[src/rtl/adc_xcheck_pkg.sv]
package adc_xcheck_pkg;
    localparam logic [2:0] SEL_CELL = 3'd1;
    localparam logic [2:0] SEL_VCOW = 3'd2;
    localparam logic [2:0] SEL_CBOW = 3'd3;
    localparam logic [2:0] SEL_FET  = 3'd4;
    localparam logic [2:0] SEL_GPIO = 3'd5;
    localparam int NDONE = 5;

    function automatic logic sel_runs(input logic [2:0] s);
        return (s >= SEL_CELL) && (s <= SEL_GPIO);
    endfunction

    function automatic logic [NDONE-1:0] sel_done_bit(input logic [2:0] s);
        logic [NDONE-1:0] r;
        r = '0;
        if (sel_runs(s)) r[s - 3'd1] = 1'b1;
        return r;
    endfunction
endpackage

[src/rtl/xchk_ctrl.sv]
module xchk_ctrl
    import adc_xcheck_pkg::*;
#(
    parameter int CW = 3
) (
    input  logic          clk,
    input  logic          rst_n,
    input  logic          ctl_wr,
    input  logic [3:0]    ctl_wdata,
    input  logic [CW-1:0] aux_sel,
    input  logic          main_vld,
    input  logic          aux_vld,
    input  logic          gpio_main_vld,
    input  logic          gpio_aux_vld,
    output logic          busy,
    output logic [2:0]    sel,
    output logic [CW-1:0] chan,
    output logic          cap_main,
    output logic          cap_aux,
    output logic          fire
);
    typedef struct packed {
        logic          busy;
        logic [2:0]    sel;
        logic [CW-1:0] chan;
        logic          have_m;
        logic          have_a;
    } st_t;

    st_t st_d, st_q;
    logic m_stb, a_stb, need_m, need_a;

    always_comb begin
        st_d   = st_q;
        m_stb  = (st_q.sel == SEL_GPIO) ? gpio_main_vld : main_vld;
        a_stb  = (st_q.sel == SEL_GPIO) ? gpio_aux_vld  : aux_vld;
        need_m = (st_q.sel != SEL_CBOW);
        need_a = (st_q.sel != SEL_VCOW);
        fire   = st_q.busy && (st_q.have_m || !need_m) && (st_q.have_a || !need_a);
        cap_main = st_q.busy && !fire && need_m && !st_q.have_m && m_stb;
        cap_aux  = st_q.busy && !fire && need_a && !st_q.have_a && a_stb;
        if (!st_q.busy) begin
            if (ctl_wr && ctl_wdata[0]) begin
                st_d.sel    = ctl_wdata[3:1];
                st_d.chan   = aux_sel;
                st_d.have_m = 1'b0;
                st_d.have_a = 1'b0;
                st_d.busy   = sel_runs(ctl_wdata[3:1]);
            end
        end else if (fire) begin
            st_d.busy = 1'b0;
        end else begin
            if (cap_main) st_d.have_m = 1'b1;
            if (cap_aux)  st_d.have_a = 1'b1;
        end
    end

    always_ff @(posedge clk) begin
        if (!rst_n) st_q <= '0;
        else        st_q <= st_d;
    end

    assign busy = st_q.busy;
    assign sel  = st_q.sel;
    assign chan = st_q.chan;
endmodule

[src/rtl/xchk_eval.sv]
module xchk_eval
    import adc_xcheck_pkg::*;
#(
    parameter int NCELL     = 6,
    parameter int DW        = 12,
    parameter int THR_SHIFT = 4,
    parameter int CW        = 3
) (
    input  logic [2:0]          sel,
    input  logic [CW-1:0]       chan,
    input  logic [NCELL*DW-1:0] m_vec,
    input  logic [DW-1:0]       a_word,
    input  logic [DW-1:0]       gm_word,
    input  logic [DW-1:0]       ga_word,
    input  logic [NCELL-1:0]    mask,
    input  logic [4:0]          thr_cell,
    input  logic [3:0]          thr_ow,
    input  logic [2:0]          thr_gpio,
    output logic [NCELL-1:0]    cell_res,
    output logic                gpio_res
);
    localparam int XW = DW + 2;

    logic [DW-1:0] lim_cell, lim_ow, lim_gpio, gdiff;
    logic [XW-1:0] a_x3;

    assign lim_cell = DW'(thr_cell) << THR_SHIFT;
    assign lim_ow   = DW'(thr_ow)   << THR_SHIFT;
    assign lim_gpio = DW'(thr_gpio) << THR_SHIFT;
    assign a_x3     = {1'b0, a_word, 1'b0} + {2'b00, a_word};
    assign gdiff    = (gm_word > ga_word) ? gm_word - ga_word : ga_word - gm_word;
    assign gpio_res = !(gdiff < lim_gpio);

    for (genvar i = 0; i < NCELL; i++) begin : g_cell
        logic [DW-1:0] mv, dv;
        logic          hit, r;
        assign mv  = m_vec[i*DW +: DW];
        assign dv  = (mv > a_word) ? mv - a_word : a_word - mv;
        assign hit = (chan == CW'(i));
        always_comb begin
            case (sel)
                SEL_CELL: r = hit && !(dv < lim_cell);
                SEL_VCOW: r = mask[i] && (mv < lim_ow);
                SEL_CBOW: r = hit && (a_word < lim_ow);
                SEL_FET:  r = hit && !(a_x3 < {2'b00, mv});
                default:  r = 1'b0;
            endcase
        end
        assign cell_res[i] = r;
    end
endmodule

[src/rtl/adc_xcheck.sv]
module adc_xcheck
    import adc_xcheck_pkg::*;
#(
    parameter int NCELL     = 6,
    parameter int DW        = 12,
    parameter int THR_SHIFT = 4,
    localparam int CW       = $clog2(NCELL)
) (
    input  logic                clk,
    input  logic                rst_n,
    input  logic                ctl_wr,
    input  logic [3:0]          ctl_wdata,
    output logic [4:0]          ctl_rdata,
    input  logic [4:0]          done_clr,
    input  logic                main_vld,
    input  logic [NCELL*DW-1:0] main_data,
    input  logic                aux_vld,
    input  logic [DW-1:0]       aux_data,
    input  logic                gpio_main_vld,
    input  logic [DW-1:0]       gpio_main_data,
    input  logic                gpio_aux_vld,
    input  logic [DW-1:0]       gpio_aux_data,
    input  logic [CW-1:0]       aux_sel,
    input  logic [NCELL-1:0]    active_mask,
    input  logic [4:0]          thr_cell,
    input  logic [3:0]          thr_ow,
    input  logic [2:0]          thr_gpio,
    output logic [4:0]          done,
    output logic [NCELL-1:0]    cell_fail,
    output logic                gpio_fail
);
    typedef struct packed {
        logic [NCELL*DW-1:0] m_vec;
        logic [DW-1:0]       a_word;
        logic [DW-1:0]       gm_word;
        logic [DW-1:0]       ga_word;
        logic [NDONE-1:0]    done;
        logic [NCELL-1:0]    cfail;
        logic                gfail;
    } rs_t;

    rs_t rs_d, rs_q;
    logic          busy, cap_main, cap_aux, fire, gpio_res;
    logic [2:0]    sel;
    logic [CW-1:0] chan;
    logic [NCELL-1:0] cell_res;

    xchk_ctrl #(.CW(CW)) u_ctrl (
        .clk(clk), .rst_n(rst_n), .ctl_wr(ctl_wr), .ctl_wdata(ctl_wdata),
        .aux_sel(aux_sel), .main_vld(main_vld), .aux_vld(aux_vld),
        .gpio_main_vld(gpio_main_vld), .gpio_aux_vld(gpio_aux_vld),
        .busy(busy), .sel(sel), .chan(chan),
        .cap_main(cap_main), .cap_aux(cap_aux), .fire(fire)
    );

    xchk_eval #(.NCELL(NCELL), .DW(DW), .THR_SHIFT(THR_SHIFT), .CW(CW)) u_eval (
        .sel(sel), .chan(chan), .m_vec(rs_q.m_vec), .a_word(rs_q.a_word),
        .gm_word(rs_q.gm_word), .ga_word(rs_q.ga_word), .mask(active_mask),
        .thr_cell(thr_cell), .thr_ow(thr_ow), .thr_gpio(thr_gpio),
        .cell_res(cell_res), .gpio_res(gpio_res)
    );

    always_comb begin
        rs_d = rs_q;
        if (cap_main) begin
            rs_d.m_vec   = main_data;
            rs_d.gm_word = gpio_main_data;
        end
        if (cap_aux) begin
            rs_d.a_word  = aux_data;
            rs_d.ga_word = gpio_aux_data;
        end
        rs_d.done = rs_q.done & ~done_clr;
        if (fire) begin
            rs_d.done = rs_d.done | sel_done_bit(sel);
            if (sel == SEL_GPIO) rs_d.gfail = gpio_res;
            else                 rs_d.cfail = cell_res;
        end
    end

    always_ff @(posedge clk) begin
        if (!rst_n) rs_q <= '0;
        else        rs_q <= rs_d;
    end

    assign ctl_rdata = {busy, sel, 1'b0};
    assign done      = rs_q.done;
    assign cell_fail = rs_q.cfail;
    assign gpio_fail = rs_q.gfail;
endmodule

[config.mk]
export PLATFORM = sky130hd
export DESIGN_NAME = adc_xcheck
export DESIGN_NICKNAME = d
export VERILOG_FILES = /design/src/rtl/adc_xcheck_pkg.sv /design/src/rtl/xchk_ctrl.sv /design/src/rtl/xchk_eval.sv /design/src/rtl/adc_xcheck.sv
export SDC_FILE = /design/constraint.sdc
export NUM_CORES = 1
export LEC_CHECK = 0
export ABC_AREA = 0
export BUFFER_PORTS_ARGS = -buffer_cell sky130_fd_sc_hd__buf_4
export CAP_MARGIN = 20
export CORE_MARGIN = 2
export CORE_UTILIZATION = 35
export DETAILED_ROUTE_END_ITERATION = 8
export PLACE_DENSITY_LB_ADDON = 0.25
export SLEW_MARGIN = 5
export SYNTH_ARGS = -nofsm -noshare
export SYNTH_HDL_FRONTEND = slang
export SYNTH_SLANG_ARGS = --single-unit
[constraint.sdc]
create_clock -name clk -period 8.2 [get_ports clk]
set_clock_uncertainty 0.2 [all_clocks]
set_input_delay 0.82 -clock clk [delete_from_list [all_inputs] [get_ports clk]]
set_output_delay 0.82 -clock clk [all_outputs]
set_load 0.02 [all_outputs]
==> flow_summary.json <==
{
  "finalNetCount": 2318,
  "stdcell_area_mm2": 0.01625,
  "drc": 0,
  "critical_path_class": "reg2reg",
  "final_cells": 2416,
  "cts_buffers": 17,
  "avgViaCountPerCell": 5.464,
  "die_h_um": 204.0,
  "cp_slowest_cell": "dfxtp_1",
  "hold_class": "reg2reg",
  "area_growth_pct": 16.09,
  "slew_viol_final": 0,
  "vias": 13202,
  "clock-sinks": 129,
  "synth_warnings": 0,
  "avgSynthCellArea_um2": 8.041,
  "holdBufCountCts": 0,
  "p_per_area_mw_per_mm2": 149.3,
  "wl_per_cell_um": 20.29,
  "crit_fanout": 11,
  "finalHoldViolCount": 0,
  "htree_levels": 4,
  "overflow": 0,
  "synth_top_family_by_area": "adder cells",
  "postCtsSetupBuffers": 0,
  "grt_max_degree": 89,
  "crit_buf_inv": 1,
  "tns_ns": 0,
  "cts_resized": 0,
  "root_buffer": "clkbuf_16",
  "max_freq_mhz": 175.0,
  "synthCells": 1741,
  "synth_enable_flop_cells": 0,
  "synth_area_mm2": 0.01400,
  "maxSlewHeadroom": 0.3293,
  "slowest_delay_ns": 0.66,
  "synth_adder_area_share": 0.2651,
  "ios": 162,
  "grt_pass1_vias": 12779,
  "start_util": 0.3532,
  "synthArstFlopShare": 0,
  "clk_latency_ns": 0.46,
  "synth-seq-area-share": 0.1845,
  "drtPass1Iterations": 6,
  "setup_viol": 0,
  "synth_compound_area_frac": 0.2183,
  "final_cell_mix": "295 x ha_1, 242 x nand2_1, 179 x buf_4, 142 x inv_1, 129 x dfxtp_1",
  "place_area_mm2": 0.01570,
  "synthesis.nets": 2182,
  "start_kind": "register",
  "clk_pin_slew_ns": 0.07,
  "drv_cap": 0,
  "dp.cells": 2383,
  "power_leakage_nw": 7.306,
  "grt_pass1_wl_um": 73640,
  "clockBufferDepth": 2,
  "gp_congestion": 0.9263,
  "drive_gt1_frac": 0.1323,
  "final_common_cell": "ha_1",
  "tightest_slew_ns": 0.9989,
  "min_period_over_period": 0.6969,
  "rows": 73,
  "ys_ff_latch": 129,
  "status": "completed",
  "num-fill-cells": 4124,
  "synth_cell_types": 76,
  "drtIter0Drc": 788,
  "ir_drop_v": 0.0001339,
  "synth_ff_type": "dfxtp_1",
  "finalCriticalPeriod_ns": 5.715,
  "hpwl_um": 37000,
  "grt_setup_unrepaired": "no",
  "worstPathArrival_ns": 5.84,
  "path_cells": "inv_1 -> ha_1 -> a21o_1 -> a221o_1 -> and2_1 -> nor4_1 -> nand2b_1 -> mux2_2 -> a21oi_1 -> xnor2_1 -> ha_1 -> a21o_1 -> a21oi_1 -> nand3_1 -> mux2_2 -> and3_1 -> nor4_1 -> o31ai_1",
  "synthMuxAreaShare": 0.05675,
  "tritoncts": "done",
  "synth-simple-area-share": 0.1848,
  "crit_path_end_kind": "register",
  "grt_use_total": 0.2352,
  "antenna_found_initial": 4,
  "ant_nets": 0,
  "synth_xor_area_frac": 0.03003,
  "totalWireLength_um": 49020,
  "die_w_um": 204.0,
  "io_buffers": 160,
  "coreArea_mm2": 0.03964,
  "cp_top_family": "simple AND/OR/NAND/NOR gates",
  "required_ns": 8.33,
  "fp.dieArea_mm2": 0.04161
}
[registers in the layout, indices dropped and copies added, names as in the netlist]
register and flops:
cell_fail 6, gpio_fail 1, u_ctrl.sel 3, done 5, u_ctrl.busy 1, u_ctrl.st_q 2, rs_q 108, u_ctrl.chan 3
[worst register-to-register path, stage by stage, from the launching register on]
cell and delay, ns:
dfxtp_1 0.66, inv_1 0.38, ha_1 0.50, a21o_1 0.22, a221o_1 0.33, and2_1 0.19, nor4_1 0.57, nand2b_1 0.38
mux2_2 0.38, a21oi_1 0.14, xnor2_1 0.09, ha_1 0.19, a21o_1 0.15, a21oi_1 0.22, nand3_1 0.10, mux2_2 0.27
and3_1 0.18, nor4_1 0.34, o31ai_1 0.10
[layout make-up]
class / instances / area [µm²] / area share
Multi-Input combinational cell: 1408 / 10580 / 0.6509
Clock inverter: 12 / 97.59 / 0.006005
Inverter: 142 / 533.0 / 0.03280
Tap cell: 525 / 656.9 / 0.04042
Sequential cell: 129 / 2582 / 0.1589
Clock buffer: 20 / 456.7 / 0.02810
Antenna cell: 1 / 2.502 / 0.0001540
Timing Repair Buffer: 179 / 1344 / 0.08269
[Yosys cell counts (4+ instances only)]
| library cell | count | area, µm² |
|---|---|---|
| nand2b_1 | 21 | 131.4 |
| clkbuf_1 | 39 | 146.4 |
| nand4_1 | 24 | 150.1 |
| a21oi_1 | 96 | 480.5 |
| o31a_1 | 4 | 35.03 |
| a21boi_0 | 94 | 705.7 |
| dfxtp_1 | 129 | 2582 |
| o22ai_1 | 4 | 25.02 |
| a221oi_1 | 7 | 61.31 |
| o21ai_0 | 82 | 410.4 |
| mux2_2 | 19 | 214.0 |
| or3_1 | 6 | 37.54 |
| nand3b_1 | 9 | 67.56 |
| a211oi_1 | 13 | 97.59 |
| o31ai_1 | 8 | 60.06 |
| xor2_1 | 14 | 122.6 |
| nor4b_1 | 8 | 70.07 |
| o211ai_1 | 11 | 82.58 |
| buf_4 | 18 | 135.1 |
| o41a_1 | 4 | 45.04 |
| o2111ai_1 | 6 | 52.55 |
| nor3_1 | 18 | 90.09 |
| o21a_1 | 29 | 217.7 |
| nand3_1 | 22 | 110.1 |
| nor2b_1 | 64 | 400.4 |
| and3_1 | 14 | 87.58 |
| and2_1 | 8 | 50.05 |
| or2_2 | 7 | 43.79 |
| ha_1 | 295 | 3691 |
| xnor2_1 | 34 | 297.8 |
| mux2i_1 | 58 | 580.6 |
| a211o_1 | 4 | 35.03 |
| a2111oi_0 | 4 | 35.03 |
| nor2_1 | 67 | 251.5 |
| nor4_1 | 9 | 56.30 |
| o21bai_1 | 7 | 52.55 |
| a21o_1 | 35 | 262.8 |
| a31oi_1 | 8 | 50.05 |
| nand2_1 | 242 | 908.4 |
| inv_1 | 142 | 533.0 |
[per-stage QoR]
step	hold slack (ns)	power (mW)	util	worst slack, ns
global route	0.3102	2.581	0.4099	2.142
global placement	0.2765	1.668	0.3957	2.763
finish	0.2858	2.427	0.4100	2.485
detailed placement	0.2818	1.677	0.3959	2.578
CTS	0.2913	2.439	0.4099	2.558
floorplan	0.2472	1.416	-	3.456
[logic make-up after synthesis]
family          Yosys count
compound gates          453
fa+ha+maj               296
xor+xnor                 48
flops                   129
mux                      77
buf+inv                 204
simple gates            533
other cells               1
[where the power goes]
| part | switching (mW) | internal, mW | total, mW |
|---|---|---|---|
| clock | 0.342 | 0.407 | 0.749 |
| sequential | 0.0267 | 0.644 | 0.671 |
| combinational | 0.542 | 0.465 | 1.01 |
| total | 0.911 | 1.52 | 2.43 |
[routing by layer]
layer,up-vias,share of wire,GRT usage
met2,406,0.45,0.3810
met4,4,0.027,0.07867
met5,-,0.00053,0
met3,68,0.066,0.04799
met1,6296,0.45,0.3110
li1,6428,-,-
[worst paths after layout]
check / start / to / slack, ns / depth (start not counted)
worst min-delay path: rs_q[29] / rs_q[29] / 0.29 / 2
worst max-delay path: rs_q[41] / cell_fail[1] / 2.49 / 18
worst min register to register: rs_q[29] / rs_q[29] / 0.29 / 2
worst max register to register: rs_q[41] / cell_fail[1] / 2.49 / 18
No activity file was read; power rests on OpenSTA's default activity.
